<file path="config.mk">
export PLATFORM = sky130hd
export DESIGN_NAME = serout_frame
export DESIGN_NICKNAME = d
export VERILOG_FILES = /design/src/rtl/serout_pkg.sv /design/src/rtl/serout_ctrl.sv /design/src/rtl/serout_lane.sv /design/src/rtl/serout_dp.sv /design/src/rtl/serout_frame.sv
export SDC_FILE = /design/constraint.sdc
export NUM_CORES = 1
export LEC_CHECK = 0
export ABC_AREA = 1
export BUFFER_PORTS_ARGS = -buffer_cell sky130_fd_sc_hd__buf_2
export CAP_MARGIN = 30
export CORE_ASPECT_RATIO = 1.25
export CORE_MARGIN = 2
export CORE_UTILIZATION = 48
export DETAILED_ROUTE_END_ITERATION = 12
export GPL_TIMING_DRIVEN = 0
export PLACE_DENSITY = 0.73
export SLEW_MARGIN = 15
export SYNTH_ARGS = -nofsm -noshare
export SYNTH_HDL_FRONTEND = slang
export SYNTH_SLANG_ARGS = --single-unit
</file>
<file path="constraint.sdc">
create_clock -name clk -period 1.5 [get_ports clk]
set_input_delay 0.075 -clock clk [delete_from_list [all_inputs] [get_ports clk]]
set_output_delay 0.075 -clock clk [all_outputs]
set_load 0.05 [all_outputs]
</file>
<file path="src/rtl/serout_pkg.sv">
package serout_pkg;

  typedef struct packed {
    logic frameOn;
    logic frameRise;
    logic frameFall;
    logic adAdv;
    logic pcAdv;
  } serStrobe_t;

  typedef enum logic [1:0] {
    RATE_40 = 2'd0,
    RATE_32 = 2'd1,
    RATE_24 = 2'd2,
    RATE_16 = 2'd3
  } rate_e;

endpackage

</file>
<file path="src/rtl/serout_ctrl.sv">
module serout_ctrl
  import serout_pkg::*;
#(
  parameter int SYNC_STAGES = 2
) (
  input  logic       clk,
  input  logic       rstN,
  input  logic       frameEn,
  input  logic       aClk,
  input  logic       pClk,
  output serStrobe_t strb
);

  localparam int NIN = 3;
  localparam int IDX_FRAME = 0;
  localparam int IDX_ACLK = 1;
  localparam int IDX_PCLK = 2;

  logic [NIN-1:0] rawIn;
  logic [NIN-1:0] syncQ;
  logic [NIN-1:0] lastQ;
  logic [NIN-1:0] riseVec;
  logic [NIN-1:0] fallVec;

  assign rawIn = {pClk, aClk, frameEn};

  generate
    for (genvar i = 0; i < NIN; i++) begin : g_sync
      logic [SYNC_STAGES-1:0] chain;
      always_ff @(posedge clk or negedge rstN) begin
        if (!rstN) chain <= '0;
        else       chain <= {chain[SYNC_STAGES-2:0], rawIn[i]};
      end
      assign syncQ[i] = chain[SYNC_STAGES-1];
    end
  endgenerate

  always_ff @(posedge clk or negedge rstN) begin
    if (!rstN) lastQ <= '0;
    else       lastQ <= syncQ;
  end

  assign riseVec = syncQ & ~lastQ;
  assign fallVec = ~syncQ & lastQ;

  always_comb begin
    strb.frameOn   = lastQ[IDX_FRAME];
    strb.frameRise = riseVec[IDX_FRAME];
    strb.frameFall = fallVec[IDX_FRAME];
    strb.adAdv     = riseVec[IDX_ACLK] & lastQ[IDX_FRAME] & syncQ[IDX_FRAME];
    strb.pcAdv     = riseVec[IDX_PCLK] & lastQ[IDX_FRAME] & syncQ[IDX_FRAME];
  end

endmodule

</file>
<file path="src/rtl/serout_lane.sv">
module serout_lane #(
  parameter int W  = 8,
  parameter int PW = (W > 1) ? $clog2(W) : 1
) (
  input  logic          clk,
  input  logic          rstN,
  input  logic          load,
  input  logic          restart,
  input  logic          adv,
  input  logic          on,
  input  logic          pathEn,
  input  logic [W-1:0]  word,
  input  logic [PW-1:0] lastIdx,
  output logic          sdo,
  output logic          oe,
  output logic [W-1:0]  hold,
  output logic [PW-1:0] ptr
);

  logic [PW-1:0] bitIdx;

  always_ff @(posedge clk or negedge rstN) begin
    if (!rstN)     hold <= '0;
    else if (load) hold <= word;
  end

  always_ff @(posedge clk or negedge rstN) begin
    if (!rstN)        ptr <= '0;
    else if (restart) ptr <= '0;
    else if (adv)     ptr <= (ptr >= lastIdx) ? '0 : ptr + 1'b1;
  end

  assign bitIdx = lastIdx - ptr;
  assign oe     = on & pathEn;
  assign sdo    = oe & hold[bitIdx];

endmodule

</file>
<file path="src/rtl/serout_dp.sv">
module serout_dp
  import serout_pkg::*;
#(
  parameter int AD_W  = 5,
  parameter int PCM_W = 8,
  localparam int AD_PW = $clog2(AD_W),
  localparam int PC_PW = $clog2(PCM_W)
) (
  input  logic             clk,
  input  logic             rstN,
  input  serStrobe_t       strb,
  input  logic [1:0]       rateSel,
  input  logic [AD_W-1:0]  adWord,
  input  logic [PCM_W-1:0] pcWord,
  input  logic             adPathEn,
  input  logic             pcPathEn,
  output logic             adSdo,
  output logic             adOe,
  output logic             pcSdo,
  output logic             pcOe,
  output logic [AD_W-1:0]  adHold,
  output logic [PCM_W-1:0] pcHold,
  output logic [AD_PW-1:0] adPtr,
  output logic [PC_PW-1:0] pcPtr
);

  localparam logic [AD_PW-1:0] AD_LAST_FULL  = AD_PW'(AD_W - 1);
  localparam logic [AD_PW-1:0] AD_LAST_SHORT = AD_PW'(AD_W - 2);
  localparam logic [PC_PW-1:0] PC_LAST       = PC_PW'(PCM_W - 1);

  logic [AD_PW-1:0] adLast;

  assign adLast = (rateSel == RATE_40) ? AD_LAST_FULL : AD_LAST_SHORT;

  serout_lane #(.W(AD_W), .PW(AD_PW)) u_adLane (
    .clk    (clk),
    .rstN   (rstN),
    .load   (strb.frameFall),
    .restart(strb.frameRise),
    .adv    (strb.adAdv),
    .on     (strb.frameOn),
    .pathEn (adPathEn),
    .word   (adWord),
    .lastIdx(adLast),
    .sdo    (adSdo),
    .oe     (adOe),
    .hold   (adHold),
    .ptr    (adPtr)
  );

  serout_lane #(.W(PCM_W), .PW(PC_PW)) u_pcLane (
    .clk    (clk),
    .rstN   (rstN),
    .load   (strb.frameFall),
    .restart(strb.frameRise),
    .adv    (strb.pcAdv),
    .on     (strb.frameOn),
    .pathEn (pcPathEn),
    .word   (pcWord),
    .lastIdx(PC_LAST),
    .sdo    (pcSdo),
    .oe     (pcOe),
    .hold   (pcHold),
    .ptr    (pcPtr)
  );

endmodule

</file>
<file path="src/rtl/serout_frame.sv">
module serout_frame
  import serout_pkg::*;
#(
  parameter int AD_W        = 5,
  parameter int PCM_W       = 8,
  parameter int SYNC_STAGES = 2,
  localparam int AD_PW = $clog2(AD_W),
  localparam int PC_PW = $clog2(PCM_W)
) (
  input  logic             clk,
  input  logic             rstN,
  input  logic             frameEn,
  input  logic             aClk,
  input  logic             pClk,
  input  logic [1:0]       rateSel,
  input  logic [AD_W-1:0]  adWord,
  input  logic [PCM_W-1:0] pcWord,
  input  logic             adPathEn,
  input  logic             pcPathEn,
  output logic             adSdo,
  output logic             adOe,
  output logic             pcSdo,
  output logic             pcOe
);

  serStrobe_t       strb;
  logic [AD_W-1:0]  adHold;
  logic [PCM_W-1:0] pcHold;
  logic [AD_PW-1:0] adPtr;
  logic [PC_PW-1:0] pcPtr;

  serout_ctrl #(.SYNC_STAGES(SYNC_STAGES)) u_ctrl (
    .clk    (clk),
    .rstN   (rstN),
    .frameEn(frameEn),
    .aClk   (aClk),
    .pClk   (pClk),
    .strb   (strb)
  );

  serout_dp #(.AD_W(AD_W), .PCM_W(PCM_W)) u_dp (
    .clk     (clk),
    .rstN    (rstN),
    .strb    (strb),
    .rateSel (rateSel),
    .adWord  (adWord),
    .pcWord  (pcWord),
    .adPathEn(adPathEn),
    .pcPathEn(pcPathEn),
    .adSdo   (adSdo),
    .adOe    (adOe),
    .pcSdo   (pcSdo),
    .pcOe    (pcOe),
    .adHold  (adHold),
    .pcHold  (pcHold),
    .adPtr   (adPtr),
    .pcPtr   (pcPtr)
  );

endmodule

</file>
==> results.ini, run 1 <==
[min_path]
hold_path.class = primary input to async pin

[synthesis]
yosys.area.top_type = dfrtp_1
synth-compound-area-share_pct = 4.766
muxShareOfSynthArea_pct = 13.47
synth_seq_cells = 28
async_flop_share_pct = 100.0
syn_avg_cell_area_um2 = 9.750
yosysSeqAreaShare_pct = 51.33
syn_inst = 140
syn_area_mm2 = 0.001365
synth-edff-count = 0
synth_ff_type = dfrtp_1
synth_xor_area_share_pct = 0.6416
synth_top_family_by_area = simple AND/OR/NAND/NOR gates
synth_nets = 168
synth_top_cell_area_share_pct = 51.33
synth_area_leaders = dfrtp_1, mux2_4, nand2_1
yosysWarnings = 0
ys_types = 16
synth-simple-area-share_pct = 18.24
post_synth_fa_ha_maj_area_fraction_pct = 6.049

[routing]
firstDrtPassIters = 4
drt_iter0_markers = 21
wl_per_cell_um = 12.36
wirelength_um = 2757
viasPerCell = 4.883
drc = 0
vias = 1089
ant_nets = 0

[timing]
finalCritPeriodShare_pct = 142.8
fmax_ghz = 0.4669
fin_skew_ns = 0.001770
slew_headroom_pct = 60.65
tightest_slew_ns = 0.5902
tns_ns = -0.6532
rsz0062_at_grt = true
hold_viol = 0
period_minus_slack_ns = 2.142
setup_ws_ns = -0.6416
setup_viol = 2
slew_viol_final = 0

[power]
finalPower_mw = 1.638
leakage_nw = 0.9292
p_per_area_mw_per_mm2 = 904.3
ir_worst_vdd_mv = 0.6185

[worst_setup_path]
crit_path_max_fanout = 3
endpoint_kind = output port
critPathArrivalTime_ns = 2.07
crit_type = register to output port
r2r_cells = 5
cp-start-kind = register
cp.required_ns = 1.42

[grt]
antenna_found_initial = 0
grt_pass1_wl_um = 4740
track_usage_pct = 19.18
grt_max_degree = 29
grt_pass1_vias = 1124
gr-total-overflow = 0

[clocking]
cts_sinks = 28
path_clk_slew_ns = 0.14
root_buffer = clkbuf_4
clk_path_buf_depth = 2
h-tree-depth = 1
cts_tree = yes
cts_made_buffers = 3
clk_latency_ns = 0.32

[die]
chipHeight_um = 63.62
die_width_um = 51.70
die-area_mm2 = 0.003289
core_mm2 = 0.002706
std_cell_rows = 21
start_util_pct = 50.44
num_io_pins = 26

[layout]
utilization_pct = 66.94
diodes = 0
drive_gt1_share_pct = 33.33
fin_nets = 218
area_growth_pct = 32.72

[outcome]
status = finished, violations left
violations = negative setup slack

[placed_design]
hpwl_um = 1868
numPortBuffers = 25
gp_congestion = 0.8412

[flow_run]
drv_cap = 0

## timing repair
action	CTS	global route
pin swaps	5	7
gates cloned	0	0
endpoints found under the setup margin	2	2
hold buffers	17	0
setup buffers	3	0
endpoints found under the hold margin	44	0
gates resized for setup	11	9
## Yosys cell counts, types with 3 or more instances
cell / number
mux2_4: 10
nand2_1: 29
nor2_1: 18
o21ai_0: 8
ha_1: 5
a21oi_1: 5
dfrtp_1: 28
nand3_1: 11
mux2_2: 3
inv_1: 17
## logic make-up after synthesis
| family | Yosys count |
|---|---|
| AO/OA/AOI/OAI | 13 |
| XOR/XNOR | 1 |
| adder cells (fa/ha/maj) | 6 |
| buffers and inverters | 18 |
| flip-flops | 28 |
| multiplexers | 13 |
| AND/OR/NAND/NOR | 61 |
## state kept, by name, indices dropped and copies added (netlist names)
register / cells
u_dp.u_pcLane.hold: 8
u_ctrl.g_sync.chain: 6
u_dp.u_adLane.hold: 5
u_ctrl.lastQ: 3
u_dp.u_adLane.ptr: 3
u_dp.u_pcLane.ptr: 3
## critical path, cell delays in order, from the launching register on
cell and delay [ns]:
dfrtp_1 0.40, ha_2 0.19, inv_2 0.05, fa_1 0.54, inv_2 0.06, nand2_2 0.06
a21oi_2 0.04, a21oi_2 0.12, nor2_2 0.06, nor2_4 0.09, buf_8 0.15
## power breakdown
| group | switching [mW] | internal, mW |
|---|---|---|
| registers | 0.0549 | 0.830 |
| logic | 0.190 | 0.207 |
| clock network | 0.208 | 0.149 |
| total | 0.453 | 1.19 |
## final cells by class
type	instances	area [um2]
Inverter	17	63.81
Sequential cell	28	703.2
Tap cell	34	42.54
Multi-Input combinational cell	94	620.6
Fill cell	209	894.6
Timing Repair Buffer	45	334.1
Buffer	1	11.26
Clock buffer	4	36.28
## routing by layer
layer | routed length, um | up-vias | part of all wire (%) | GRT usage (%)
met5 | 0 | - | 0 | 0
met4 | 44 | 0 | 1.6 | 6.908
met3 | 49 | 4 | 1.8 | 1.422
met2 | 1565 | 20 | 57 | 36.86
met1 | 1098 | 516 | 40 | 21.10
li1 | - | 549 | - | -
## path summary, 6_finish.rpt
kind                                            from                         to  slack (ns)
setup reg to reg                u_dp.u_pcLane.ptr[0]       u_dp.u_pcLane.ptr[2]        0.07
max in group asynchronous                       rstN       u_dp.u_pcLane.ptr[1]        0.81
hold / removal                                  rstN      u_dp.u_pcLane.hold[2]        0.27
min in group clk                          rateSel[0]       u_dp.u_adLane.ptr[2]        0.31
setup / recovery                u_dp.u_adLane.ptr[0]                      adSdo       -0.64
hold reg to reg            u_ctrl.g_sync[1].chain[0]  u_ctrl.g_sync[1].chain[1]        0.36
## layout by cell type (no fill, tap or decap), drive strengths merged
cell	count
nand3	11
or2	1
fa	1
ha	5
nand2	30
dlygate4sd3	17
dfrtp	28
nor3	1
a21oi	5
nor2	18
inv	17
buf	29
clkbuf	4
xnor2	1
o21ai	8
mux2	13
## stage by stage
step                      cell area, um2  setup WS (ns)  hold slack [ns]  cells
after floorplan                     1378        -0.1997          -0.2206    140
after global placement              1545        -0.3522           0.1050    199
after detailed placement            1545        -0.4310           0.1193    199
after CTS                           1788        -0.6996           0.2837    223
after global routing                1812        -0.7386           0.3447    223
final                               1812        -0.6416           0.2711    223
(Power assumes the default switching activity.)
==> run 2: changes to the inputs <==
- PLACE_DENSITY: 0.73 -> not set
- PLACE_DENSITY_LB_ADDON: not set -> 0.08
==> results.ini, run 2 (same netlist as run 1, synthesis figures left out) <==
[outcome]
status = finished, violations left
violations = negative setup slack

[layout]
final_common_cell = nand2_1
diodes = 0  ; unchanged
final_cell_mix = nand2_1, dfrtp_1, buf_2, dlygate4sd3_1, nor2_1
largest_register = u_dp.u_pcLane.hold
largest_reg_flops = 8  ; unchanged
stdcell_area_mm2 = 0.001800  ; -0.62%
area_growth_pct = 31.90
n_fill_cell = 239  ; +14%
fin_nets = 217  ; -0.46%
drive_gt1_share_pct = 30.32  ; -3.0 points
top_regs = u_dp.u_pcLane.hold x8, u_ctrl.g_sync.chain x6, u_dp.u_adLane.hold x5

[timing]
fmax_ghz = 0.4770  ; +2.1%
tightest_slew_ns = 0.6145  ; +0.02431 ns
period_minus_slack_ns = 2.097  ; -0.04506 ns
slew_headroom_pct = 59.03  ; -1.6 points
hold_viol = 0  ; unchanged
rsz0062_at_grt = true
setup_viol = 1  ; -1
setup_ws_ns = -0.5965  ; +0.04506 ns
slew_viol_final = 0  ; unchanged
finalCritPeriodShare_pct = 139.8  ; -3.0 points
fin_skew_ns = 0.006464  ; +0.004694 ns

[worst_setup_path]
crit_type = register to output port
cp_cell_sequence = ha_2, inv_2, fa_1, inv_2, nand2_1, a21oi_1, a21oi_1, nor2_2, nor2_4, buf_6
r2r_cells = 4  ; -1
endpoint = adSdo
critPathArrivalTime_ns = 2.02  ; -0.05 ns
reg2reg_slack_ns = 0.22  ; +0.15 ns
endpoint_kind = output port
r2r-end = u_dp.u_pcLane.ptr[2]
slowest_stage = fa_1
max_stage_delay_ns = 0.42  ; -0.12 ns
crit_path_start = u_dp.u_adLane.ptr[0]
r2r-start = u_dp.u_pcLane.ptr[0]
cp-start-kind = register
crit_path_max_fanout = 3  ; unchanged
cp.required_ns = 1.42  ; about the same

[clocking]
cts_sinks = 28  ; unchanged
clk_latency_ns = 0.32  ; about the same
cts_tree = yes
clk_path_buf_depth = 2  ; unchanged
root_buffer = clkbuf_4
cts_made_buffers = 3  ; unchanged
path_clk_slew_ns = 0.15  ; about the same
h-tree-depth = 1  ; unchanged

[placed_design]
place_area_mm2 = 0.001545  ; unchanged
numPortBuffers = 25  ; unchanged
dp_worst_setup_slack_ns = -0.3960  ; +0.03505 ns
hpwl_um = 1781  ; -4.7%
gp_congestion = 0.7706  ; -8.4%

[die]
die-area_mm2 = 0.003289  ; unchanged
std_cell_rows = 21  ; unchanged
num_io_pins = 26  ; unchanged
core_mm2 = 0.002706  ; unchanged
chipHeight_um = 63.62  ; unchanged
die_width_um = 51.70  ; unchanged
start_util_pct = 50.44  ; unchanged

[routing]
wirelength_um = 2540  ; -7.9%
vias = 1088  ; -0.092%
drc = 0  ; unchanged
ant_nets = 0  ; unchanged
firstDrtPassIters = 4  ; unchanged
drt_iter0_markers = 11  ; -48%
viasPerCell = 4.901  ; +0.36%
wl_per_cell_um = 11.44  ; -7.5%

[grt]
gr-total-overflow = 0  ; unchanged
grt_pass1_wl_um = 4353  ; -8.2%
grt_pass1_vias = 1091  ; -2.9%
grt_use_met3_pct = 2.844  ; +1.4 points
use_met1_pct = 19.81  ; -1.3 points
grt_max_degree = 29  ; unchanged
antenna_found_initial = 0  ; unchanged
track_usage_pct = 17.36  ; -1.8 points
grtUsageMet2_pct = 32.21  ; -4.6 points
grt.busiest_layer = met2

[power]
sw_frac_of_total_pct = 25.53  ; -2.1 points
seq_power_share_pct = 50.6  ; -3.4 points
p_per_area_mw_per_mm2 = 965.1  ; +6.7%
ir_worst_vdd_mv = 0.7540  ; +22%
combPwrFrac_pct = 21.3  ; -2.9 points
p_clk_share_pct = 28.1  ; +6.3 points
p_sw_mw = 0.4436  ; -2.0%
p_int_mw = 1.294  ; +9.1%
leakage_nw = 0.9309  ; +0.19%

[flow_run]
drv_cap = 0  ; unchanged

[min_path]
hold_path.class = primary input to async pin

[run 2: cell count changes in the layout (fill, tap and decap cells not counted), moves of 2 or more]
cell     delta
a21oi_1     +3
o21ai_0     +2
o21ai_1     -2
a21oi_2     -3
[run 2: critical path: cells and delay by family (launching register included)]
family / cells / cell delay (ns)
simple gates: 3 / 0.23
fa+ha+maj: 2 / 0.60
flops: 1 / 0.41
compound gates: 2 / 0.16
buf+inv: 3 / 0.28
[run 2: power groups by stage]
stage	clock (mW)	combinational, mW	sequential (mW)
final	0.488	0.370	0.879
after global routing	0.541	0.416	0.889
after CTS	0.510	0.372	0.880
after detailed placement	0	0.316	0.894
after global placement	0	0.304	0.892
after floorplan	0	0.234	0.879
[run 2: worst min-delay path by stage]
stage                                endpoint  start
global route             u_dp.u_adLane.ptr[2]   rstN
CTS                      u_dp.u_adLane.ptr[2]   rstN
global placement         u_dp.u_adLane.ptr[2]   rstN
finish                   u_dp.u_adLane.ptr[2]   rstN
floorplan           u_ctrl.g_sync[0].chain[0]   rstN
detailed placement       u_dp.u_adLane.ptr[2]   rstN
[run 2: final cells by class]
cell class	instances	area (um2)	area share, %
Timing Repair Buffer	44	322.8	17.93
Multi-Input combinational cell	94	604.3	33.56
Sequential cell	28	703.2	39.05
Clock inverter	1	30.03	1.668
Buffer	1	11.26	0.6254
Tap cell	34	42.54	2.363
Clock buffer	3	22.52	1.251
Inverter	17	63.81	3.544
[run 2: metrics by stage]
step           TNS (ns)  instances  util (%)  hold WS [ns]  total power, mW
2_1_floorplan   -0.1997        140         -       -0.2206            1.113
3_3_place_gp    -0.3619        199     57.10        0.1133            1.196
3_5_place_dp    -0.3960        199     57.10        0.1269            1.209
4_1_cts         -0.6767        221     66.20        0.2885            1.762
5_1_grt         -0.9194        222     66.53        0.3022            1.846
6_report        -0.5965        222     66.53        0.2702            1.738
[run 2: metal layers]
layer	part of all wire [%]	wire [um]	vias up
met3	2.8	70	2
met1	45	1140	520
met2	52	1309	20
met5	0	0	-
li1	-	-	546
met4	0.75	19	0
[run 2: what timing repair did]
action / CTS / global route
cloned: 0 / 0
hold buffers: 17 / 0
pin swaps: 4 / 4
gates resized for setup: 11 / 1
buffers inserted: 1 / 1
endpoints found under the setup margin: 2 / 2
endpoints found under the hold margin: 44 / 0
==> run 3: changes to the inputs <==
- CELL_PAD_IN_SITES_DETAIL_PLACEMENT: not set -> 1
- CELL_PAD_IN_SITES_GLOBAL_PLACEMENT: not set -> 2
- CORE_UTILIZATION: 48 -> 33
- GPL_ROUTABILITY_DRIVEN: not set -> 0
- clock period: 1.5 -> 2.4 ns (I/O delays scaled with it)
==> results.ini, run 3 (same netlist as run 1, synthesis figures left out) <==
[routing]
vias = 1061  ; -2.5%
viasPerCell = 4.593  ; -6.3%
ant_nets = 0  ; unchanged
wirelength_um = 2841  ; +12%
drt_iter0_markers = 30  ; +19
firstDrtPassIters = 3  ; -1
wl_per_cell_um = 12.30  ; +7.5%
drc = 0  ; unchanged

[grt]
gr-total-overflow = 0  ; unchanged
grt_pass1_vias = 1169  ; +7.1%
antenna_found_initial = 0  ; unchanged
track_usage_pct = 14.62  ; -2.7 points
grt_pass1_wl_um = 5250  ; +21%
grt_max_degree = 29  ; unchanged

[layout]
multi_input_area_um2 = 589.3  ; -2.5%
diodes = 0  ; unchanged
n_fill_cell = 493  ; +110%
fin_nets = 204  ; -6.0%
area_growth_pct = 22.36
regArea_um2 = 700.7  ; -0.36%
largest_register = u_dp.u_pcLane.hold
final_common_cell = nand2_1
drive_gt1_share_pct = 27.43  ; -2.9 points
top_regs = u_dp.u_pcLane.hold x8, u_ctrl.g_sync.chain x6, u_dp.u_adLane.hold x5
largest_reg_flops = 8  ; unchanged
final_cell_mix = nand2_1, dfrtp_1, buf_2, nor2_1, inv_1

[worst_setup_path]
cp_top_family = adder cells
critPathArrivalTime_ns = 2.08  ; +0.06 ns
cp_cell_sequence = ha_1, inv_1, fa_1, inv_2, a21oi_1, a21oi_1, nor2_1, nor2_1, buf_2
slowest_stage = fa_1
cp.required_ns = 2.28  ; +0.86 ns
reg2reg_slack_ns = 1.11  ; +0.89 ns
critPathBufInv = 3  ; unchanged
crit_path_max_fanout = 3  ; unchanged
endpoint_kind = output port
crit_type = register to output port
max_stage_delay_ns = 0.43  ; about the same
cp-start-kind = register

[clocking]
cts_made_buffers = 3  ; unchanged
cts_tree = yes
h-tree-depth = 1  ; unchanged
path_clk_slew_ns = 0.09  ; -0.06 ns
cts_sinks = 28  ; unchanged
clk_path_buf_depth = 2  ; unchanged
root_buffer = clkbuf_8
clk_latency_ns = 0.27  ; -0.05 ns

[timing]
fmax_ghz = 0.4552
period_minus_slack_ns = 2.197
finalCritPeriodShare_pct = 91.54
fin_skew_ns = 0.001953  ; -0.004510 ns
setup_viol = 0  ; -1
slew_headroom_pct = 59.19  ; +0.16 points
setup_ws_ns = 0.2030  ; +0.7995 ns
tns_ns = 0  ; +0.5965 ns
tightest_slew_ns = 0.6121  ; -0.002395 ns
slew_viol_final = 0  ; unchanged
hold_viol = 0  ; unchanged
rsz0062_at_grt = false

[power]
seq_power_share_pct = 53.0  ; +2.4 points
p_per_area_mw_per_mm2 = 622.3  ; -36%
ir_worst_vdd_mv = 0.2385  ; -68%
sw_frac_of_total_pct = 26.45  ; +0.93 points
combPwrFrac_pct = 19.7  ; -1.6 points
leakage_nw = 0.8819  ; -5.3%
p_sw_mw = 0.2750  ; -38%
p_clk_share_pct = 27.3  ; -0.8 points
p_int_mw = 0.7645  ; -41%

[placed_design]
hpwl_um = 2242  ; +26%
dp_worst_setup_slack_ns = 0.3975  ; +0.7935 ns
numPortBuffers = 25  ; unchanged

[flow_run]
drv_cap = 0  ; unchanged

[outcome]
status = complete, no violations

[die]
num_io_pins = 26  ; unchanged
core_mm2 = 0.004034  ; +49%
chipHeight_um = 75.91  ; +19%
start_util_pct = 33.84  ; -17 points
die_width_um = 61.53  ; +19%
std_cell_rows = 26  ; +24%
die-area_mm2 = 0.004670  ; +42%

[min_path]
hold_path.class = primary input to register

## run 3: cell types whose count changed in the layout (fill, tap and decap cells not counted), moves of 3 or more
cell	change
nor2_1	+3
dlygate4sd3_1	-13
inv_1	+3
clkbuf_8	+4
clkbuf_4	-3
inv_2	-3
## run 3: final cells by class
class	instances	area share [%]
buffer	1	0.6742
clock buffer	4	3.296
tap	56	4.195
inverter	17	3.820
timing repair buffer	31	10.79
sequential	28	41.95
multi-input combinational	94	35.28
## run 3: path summary, 6_finish.rpt
check,depth (start not counted),from,endpoint
setup / recovery,9,u_dp.u_adLane.ptr[0],adSdo
hold reg to reg,0,u_ctrl.g_sync[0].chain[0],u_ctrl.g_sync[0].chain[1]
hold / removal,2,pcWord[5],u_dp.u_pcLane.hold[5]
max in group asynchronous,2,rstN,u_dp.u_adLane.ptr[1]
setup reg to reg,3,u_ctrl.lastQ[0],u_dp.u_adLane.hold[3]
min in group asynchronous,2,rstN,u_ctrl.lastQ[2]
## run 3: worst register-to-register path: stages (launching register included)
cell and delay, ns:
dfrtp_1 0.48, nand2_2 0.18, buf_6 0.20, mux2_4 0.32
## run 3: power by group through the flow
stage,registers (mW),clock network [mW],logic (mW)
after detailed placement,0.562,0,0.197
after floorplan,0.549,0,0.140
final,0.551,0.284,0.205
after global placement,0.560,0,0.189
after global routing,0.559,0.323,0.237
after CTS,0.553,0.300,0.203
## run 3: timing repair
| item | in CTS | in global routing |
|---|---|---|
| setup buffers | 0 | 2 |
| hold buffers | 4 | 0 |
| gates resized for setup | 0 | 1 |
| endpoints found under the hold margin | 31 | 0 |
| setup endpoints to repair | 0 | 1 |
## run 3: layer usage
metal,up-vias,global-route usage [%],routed length (um)
li1,517,-,-
met4,0,4.468,59
met5,-,0,0
met1,519,17.11,1136
met2,17,26.21,1587
met3,8,2.048,58
## run 3: through the flow
| step | area, um2 | total power [mW] | hold slack (ns) | std cells | util (%) |
|---|---|---|---|---|---|
| floorplan | 1365 | 0.6894 | -0.1756 | 140 | - |
| global placement | 1560 | 0.7484 | 0.1713 | 221 | 38.68 |
| detailed placement | 1560 | 0.7587 | 0.1796 | 221 | 38.68 |
| CTS | 1655 | 1.055 | 0.07035 | 229 | 41.04 |
| global route | 1670 | 1.119 | 0.06352 | 231 | 41.41 |
| finish | 1670 | 1.039 | 0.07644 | 231 | 41.41 |
